[src/rtl/swtmr_pkg.sv]
package swtmr_pkg;
  localparam int TMR_NUM = 16;
  localparam int IDX_W = $clog2(TMR_NUM);

  // Strobes from the scan sequencer to the table datapath
  typedef struct packed {
    logic             procEn;   // an entry is being serviced this cycle
    logic [IDX_W-1:0] idx;      // which entry
    logic             passDone; // last entry of the pass
  } scanStb_t;
endpackage

[src/rtl/swtmr_ctrl.sv]
module swtmr_ctrl
  import swtmr_pkg::*;
(
  input  logic     clk,
  input  logic     rstN,
  input  logic     tickIn,
  output scanStb_t stb
);
  localparam logic [IDX_W-1:0] LAST = IDX_W'(TMR_NUM - 1);

  logic             busy;
  logic             pending;
  logic [IDX_W-1:0] idx;
  logic             lastEnt;

  assign lastEnt = busy && (idx == LAST);

  always_ff @(posedge clk) begin
    if (!rstN) begin
      busy    <= 1'b0;
      pending <= 1'b0;
      idx     <= '0;
    end else if (!busy) begin
      if (tickIn) begin
        busy <= 1'b1;
        idx  <= '0;
      end
    end else if (lastEnt) begin
      idx <= '0;
      if (pending || tickIn) pending <= 1'b0;
      else                   busy    <= 1'b0;
    end else begin
      idx <= idx + 1'b1;
      if (tickIn) pending <= 1'b1;
    end
  end

  always_comb begin
    stb.procEn   = busy;
    stb.idx      = idx;
    stb.passDone = lastEnt;
  end

  AST_NO_SELF_START: assert property (@(posedge clk) disable iff (!rstN)
    (!busy && !tickIn) |=> !busy);
  AST_PEND_SERVE: assert property (@(posedge clk) disable iff (!rstN)
    (lastEnt && pending) |=> (busy && idx == '0));
  AST_PASS_STEP: assert property (@(posedge clk) disable iff (!rstN)
    (busy && idx != LAST) |=> (busy && idx == $past(idx) + 1'b1));
endmodule

[src/rtl/swtmr_dp.sv]
module swtmr_dp
  import swtmr_pkg::*;
#(
  parameter int CNT_W  = 16,
  parameter int SCAN_W = 16
) (
  input  logic               clk,
  input  logic               rstN,
  input  scanStb_t           stb,
  input  logic               cmdValid,
  input  logic [IDX_W-1:0]   cmdIdx,
  input  logic               cmdEnable,
  input  logic               cmdRestart,
  input  logic [CNT_W-1:0]   cmdInit,
  input  logic               clrWe,
  input  logic [TMR_NUM-1:0] clrBits,
  input  logic               maskWe,
  input  logic [TMR_NUM-1:0] maskBits,
  output logic [TMR_NUM-1:0] eventReg,
  output logic [TMR_NUM-1:0] validMap,
  output logic [TMR_NUM-1:0] restartMap,
  output logic [SCAN_W-1:0]  scanCount,
  output logic               irq
);
  logic [CNT_W-1:0]   initMem [TMR_NUM];
  logic [CNT_W-1:0]   curMem  [TMR_NUM];
  logic [TMR_NUM-1:0] maskReg;
  logic [CNT_W-1:0]   curRd;
  logic [CNT_W-1:0]   decVal;
  logic               hit;
  logic               expire;
  logic [TMR_NUM-1:0] evtNx, validNx, restartNx;

  assign curRd  = curMem[stb.idx];
  assign decVal = curRd - 1'b1;
  assign hit    = stb.procEn && validMap[stb.idx];
  assign expire = hit && (decVal == '0);

  // Table: the scan write comes first, so a command to the same entry overrides it
  always_ff @(posedge clk) begin
    if (!rstN) begin
      for (int i = 0; i < TMR_NUM; i++) begin
        initMem[i] <= '0;
        curMem[i]  <= '0;
      end
    end else begin
      if (hit)
        curMem[stb.idx] <= (expire && restartMap[stb.idx]) ? initMem[stb.idx] : decVal;
      if (cmdValid && cmdEnable) begin
        initMem[cmdIdx] <= cmdInit;
        curMem[cmdIdx]  <= cmdInit;
      end
    end
  end

  always_comb begin
    evtNx     = eventReg;
    validNx   = validMap;
    restartNx = restartMap;
    if (clrWe) evtNx = evtNx & ~clrBits;
    if (expire) begin
      evtNx[stb.idx] = 1'b1;
      if (!restartMap[stb.idx]) validNx[stb.idx] = 1'b0;
    end
    if (cmdValid) begin
      validNx[cmdIdx]   = cmdEnable;
      restartNx[cmdIdx] = cmdRestart;
    end
  end

  always_ff @(posedge clk) begin
    if (!rstN) begin
      eventReg   <= '0;
      validMap   <= '0;
      restartMap <= '0;
      maskReg    <= '0;
      scanCount  <= '0;
    end else begin
      eventReg   <= evtNx;
      validMap   <= validNx;
      restartMap <= restartNx;
      if (maskWe)       maskReg   <= maskBits;
      if (stb.passDone) scanCount <= scanCount + 1'b1;
    end
  end

  assign irq = |(eventReg & maskReg);

  AST_PASS_COUNT: assert property (@(posedge clk) disable iff (!rstN)
    stb.passDone |=> (scanCount == $past(scanCount) + 1'b1));
  AST_VALID_ONLY_CMD: assert property (@(posedge clk) disable iff (!rstN)
    !cmdValid |=> ((validMap & ~$past(validMap)) == '0));
  AST_EVT_STICKY: assert property (@(posedge clk) disable iff (!rstN)
    !clrWe |=> (($past(eventReg) & ~eventReg) == '0));
  AST_RETIRE_FLAGS: assert property (@(posedge clk) disable iff (!rstN)
    !cmdValid |=> ((($past(validMap) & ~validMap) & ~eventReg) == '0));
endmodule

[src/rtl/swtmr_scan.sv]
module swtmr_scan
  import swtmr_pkg::*;
#(
  parameter int CNT_W  = 16,
  parameter int SCAN_W = 16
) (
  input  logic               clk,
  input  logic               rstN,
  input  logic               tickIn,
  input  logic               cmdValid,
  input  logic [IDX_W-1:0]   cmdIdx,
  input  logic               cmdEnable,
  input  logic               cmdRestart,
  input  logic [CNT_W-1:0]   cmdInit,
  input  logic               clrWe,
  input  logic [TMR_NUM-1:0] clrBits,
  input  logic               maskWe,
  input  logic [TMR_NUM-1:0] maskBits,
  output logic [TMR_NUM-1:0] eventReg,
  output logic [TMR_NUM-1:0] validMap,
  output logic [TMR_NUM-1:0] restartMap,
  output logic [SCAN_W-1:0]  scanCount,
  output logic               irq
);
  scanStb_t stb;

  swtmr_ctrl u_ctrl (
    .clk    (clk),
    .rstN   (rstN),
    .tickIn (tickIn),
    .stb    (stb)
  );

  swtmr_dp #(.CNT_W(CNT_W), .SCAN_W(SCAN_W)) u_dp (
    .clk        (clk),
    .rstN       (rstN),
    .stb        (stb),
    .cmdValid   (cmdValid),
    .cmdIdx     (cmdIdx),
    .cmdEnable  (cmdEnable),
    .cmdRestart (cmdRestart),
    .cmdInit    (cmdInit),
    .clrWe      (clrWe),
    .clrBits    (clrBits),
    .maskWe     (maskWe),
    .maskBits   (maskBits),
    .eventReg   (eventReg),
    .validMap   (validMap),
    .restartMap (restartMap),
    .scanCount  (scanCount),
    .irq        (irq)
  );
endmodule

[config.mk]
export PLATFORM = sky130hd
export DESIGN_NAME = swtmr_scan
export DESIGN_NICKNAME = d
export VERILOG_FILES = /design/src/rtl/swtmr_pkg.sv /design/src/rtl/swtmr_ctrl.sv /design/src/rtl/swtmr_dp.sv /design/src/rtl/swtmr_scan.sv
export SDC_FILE = /design/constraint.sdc
export NUM_CORES = 1
export LEC_CHECK = 0
export BUFFER_PORTS_ARGS = -buffer_cell sky130_fd_sc_hd__buf_2
export CAP_MARGIN = 20
export CORE_ASPECT_RATIO = 0.5
export CORE_MARGIN = 3
export CORE_UTILIZATION = 62
export DETAILED_ROUTE_END_ITERATION = 10
export HOLD_SLACK_MARGIN = 0.15
export PLACE_DENSITY = 0.88
export SLEW_MARGIN = 20
export SYNTH_ARGS = -nofsm -noshare
export SYNTH_HDL_FRONTEND = slang
export SYNTH_SLANG_ARGS = --single-unit
export TNS_END_PERCENT = 10
[constraint.sdc]
create_clock -name clk -period 5.69 [get_ports clk]
set_input_delay 0.569 -clock clk [delete_from_list [all_inputs] [get_ports clk]]
set_output_delay 0.569 -clock clk [all_outputs]
set_load 0.1 [all_outputs]
==> metrics.md <==
| Metric | Value |
|---|---|
| Hold buffers post-CTS | 0 |
| Crit path max fanout | 16 |
| Max Cap Viol | 0 |
| Largest family of logic cells by synthesized area | multiplexers |
| Antenna violations before repair | 4 |
| Total Routing Usage GR | 37.02% |
| Clock root cell | clkbuf_16 |
| Clk buf depth | 3 |
| Cells after Synth | between 2000 and 2500 |
| Via count | ~20000 |
| DR DRC count | 0 |
| Multiplexer share of the synthesized area | approximately 14% |
| Row Count | 54 |
| EDFF count, synth | ~510 |
| Async set-reset flop share out of synthesis | 0% |
| Largest net degree at the start of global routing | 123 |
| First-pass GRT wire length | between 100 and 150 mm |
| Final Cycle Share | 91.97% |
| # resized after CTS | 0 |
| Worst-Margin Slew | around 1.2 ns |
| Die Y | about 160 um |
| Area growth, synth to finish | 10.66% |
| Critical path class | reg -> reg |
| Yosys top cell area share | between 50% and 60% |
| Clk sinks | 602 |
| CTS tree | yes |
| Most common cell in the netlist | edfxtp_1 |
| Sequential area share after synthesis | between 50% and 60% |
| Achievable clock frequency | 0.1911 GHz |
| Yosys reg bits | between 600 and 700 |
| Simple-gate area share of the yosys netlist | between 10% and 20% |
| # setup viols final | 0 |
| Synth area leader | edfxtp_1 |
| Slew margin rel. | around 18% |
| Req. time, crit path | 6.09 ns |
| Layout cells sized above 1 | between 20% and 30% |
| Vias per std cell | between 7 and 8 |
| Initial core utilization | 64.21% |
| Most instantiated cells after synthesis | edfxtp_1 (512), and2_1 (281), o21bai_1 (227) |
| Nets | between 2000 and 2500 |
| Mapped Nets | about 2100 |
| Synthesized cell area | ~0.029 mm2 |
| First-pass detailed-route iteration total | 8 |
| GP Congestion | approximately 0.92 |
| DPL Wire Length | between 50 and 60 mm |
| Total CTS buffers | 52 |
| Endpoints failing hold | 0 |
| Vias in the first global route | roughly 21000 |
| Iteration-0 DRC Markers | roughly 3300 |
| Core Area | ~0.045 mm2 |
| WL/cell | 32.63 um |
| Routed Antenna Nets | 0 |
| H-tree depth | 2 |
| Number of setup buffers added after CTS | 0 |
| Peak supply drop | 0.2960 mV |
| Tmin final | approximately 5.2 ns |
| Leak Pwr | ~11 nW |
| Full die area | approximately 0.05 mm2 |
| Hold Crit Class | in -> reg |
| # port buffers | around 120 |
| RSZ-0062 raised after global routing | no |
| Pwr Total | 9.605 mW |
| Worst Skew | 0.02241 ns |
| Fin. max-slew vios | 0 |
| Clk_lat worst skew | a little under 0.6 ns |
| Compound-Gate Fraction of Synth Area | about a tenth |
| Netlist cell types | 53 |
| Xor/xnor cell area share of the yosys netlist | less than 1% |
| Top_reg_cell synth | edfxtp_1 |
| Die span in x | slightly above 300 um |
| Synth warn | 0 |
| Grt ovf | 0 |
| Total wire length | just under 90 mm |
| Clock Pin Slew Worst Setup and Hold Paths | roughly 0.070 ns |
| Pwr Density | approximately 300 mW/mm2 |
| Setup tns final | 0 ns |
| Startpoint Class | register |
| Fillers | between 2000 and 3000 |
| Adder-cell share of the synthesized area | less than 1% |
| Status | completed |
| Syn Area/Cell | around 14 um2 |
| # IOs | approximately 130 |
| Critical Path End Type | register |
| Critical path arrival | ~5.6 ns |
| Main area contributors after synthesis | edfxtp_1 (54%), mux4_2 (12%), dfxtp_1 (6.3%), and2_1 (6.1%), o21bai_1 (6.0%) |
[per-stage QoR]
step | std cells | area (um2) | hold slack (ns) | utilization [%] | worst slack (ns)
CTS | 2733 | 31640 | 0.2315 | 70.96 | 0.5180
floorplan | 2026 | 28630 | 0.4826 | - | 1.428
global placement | 2640 | 29900 | 0.4815 | 67.06 | 0.7365
finish | 2737 | 31690 | 0.2386 | 71.06 | 0.4570
global route | 2735 | 31680 | 0.2492 | 71.04 | 0.2365
detailed placement | 2640 | 29910 | 0.4966 | 67.07 | 0.6151
[path summary, 6_finish.rpt]
path / start / end / slack, ns / cells after the start
hold / removal: maskBits[4] / u_dp.maskReg[4] / 0.24 / 3
setup / recovery: register / u_dp.curMem[8][1] / 0.46 / 13
hold reg to reg: u_dp.restartMap[15] / u_dp.restartMap[15] / 0.51 / 2
setup reg to reg: register / u_dp.curMem[8][1] / 0.46 / 13
[cell families (layout without fill, tap and decap cells)]
| logic type | after synthesis | in the layout |
|---|---|---|
| xor+xnor | 28 | 28 |
| buf+inv | 204 | 324 |
| fa+ha+maj | 7 | 7 |
| simple gates | 587 | 587 |
| flops | 602 | 602 |
| other cells | 0 | 3 |
| mux | 196 | 196 |
| compound gates | 402 | 402 |
[cell type report]
cell class	count	area, um2	share of cell area (%)
sequential	602	17190	54.24
multi-input combinational	1220	10680	33.70
clock buffer	65	1371	4.328
timing repair buffer	198	1224	3.862
tap	588	735.7	2.322
clock inverter	28	361.6	1.141
inverter	33	123.9	0.3909
antenna	3	7.507	0.02369
[placed cells by master, fill, tap and decap left out, types with 19 or more instances in the layout]
cell type,count
a21oi_1,35
and2_1,281
and3_1,25
buf_2,123
buf_4,71
clkbuf_16,53
dfxtp_1,87
edfxtp_1,512
inv_1,33
mux2i_1,41
mux4_2,153
nand2_1,101
nand3_1,19
nand4_1,22
nor2_1,41
nor2b_1,57
o21ai_0,41
o21bai_1,214
o21bai_2,23
xnor2_1,19
[flip-flops by register name (all words and copies together) (netlist names), named ones only]
signal           flops
u_dp.curMem        256
u_dp.initMem       256
u_dp.eventReg       16
u_dp.maskReg        16
u_dp.restartMap     16
u_dp.scanCount      16
u_dp.validMap       16
u_ctrl.idx           4
u_ctrl.busy          1
u_ctrl.pending       1
[metal layers]
| layer | routed length (um) | vias up | track usage (%) |
|---|---|---|---|
| li1 | - | 7853 | - |
| met1 | 28550 | 9688 | 47.11 |
| met2 | 39660 | 2252 | 57.07 |
| met3 | 15270 | 503 | 12.78 |
| met4 | 5792 | 6 | 19.51 |
| met5 | 49 | - | 0 |
[worst max-delay path: stages (launching register included)]
cell	delay, ns
dfxtp_2	0.41
nor2_1	0.88
nand2_1	0.29
and4_1	0.37
ha_1	0.31
nand3_1	0.13
o21a_1	0.20
o21ai_0	0.11
a2111oi_0	0.61
o221ai_1	0.28
nor4_4	0.24
buf_4	0.33
mux2_2	0.54
o21ai_0	0.31
[power breakdown]
group / switching [mW] / leakage, nW / total [mW] / internal (mW)
Clock: 1.64 / 0.836 / 3.75 / 2.11
Sequential: 0.0859 / 5.79 / 5.05 / 4.97
Combinational: 0.533 / 4.72 / 0.800 / 0.268
Total: 2.26 / 11.3 / 9.61 / 7.35
Note: power is estimated with default switching activity, not from simulation.
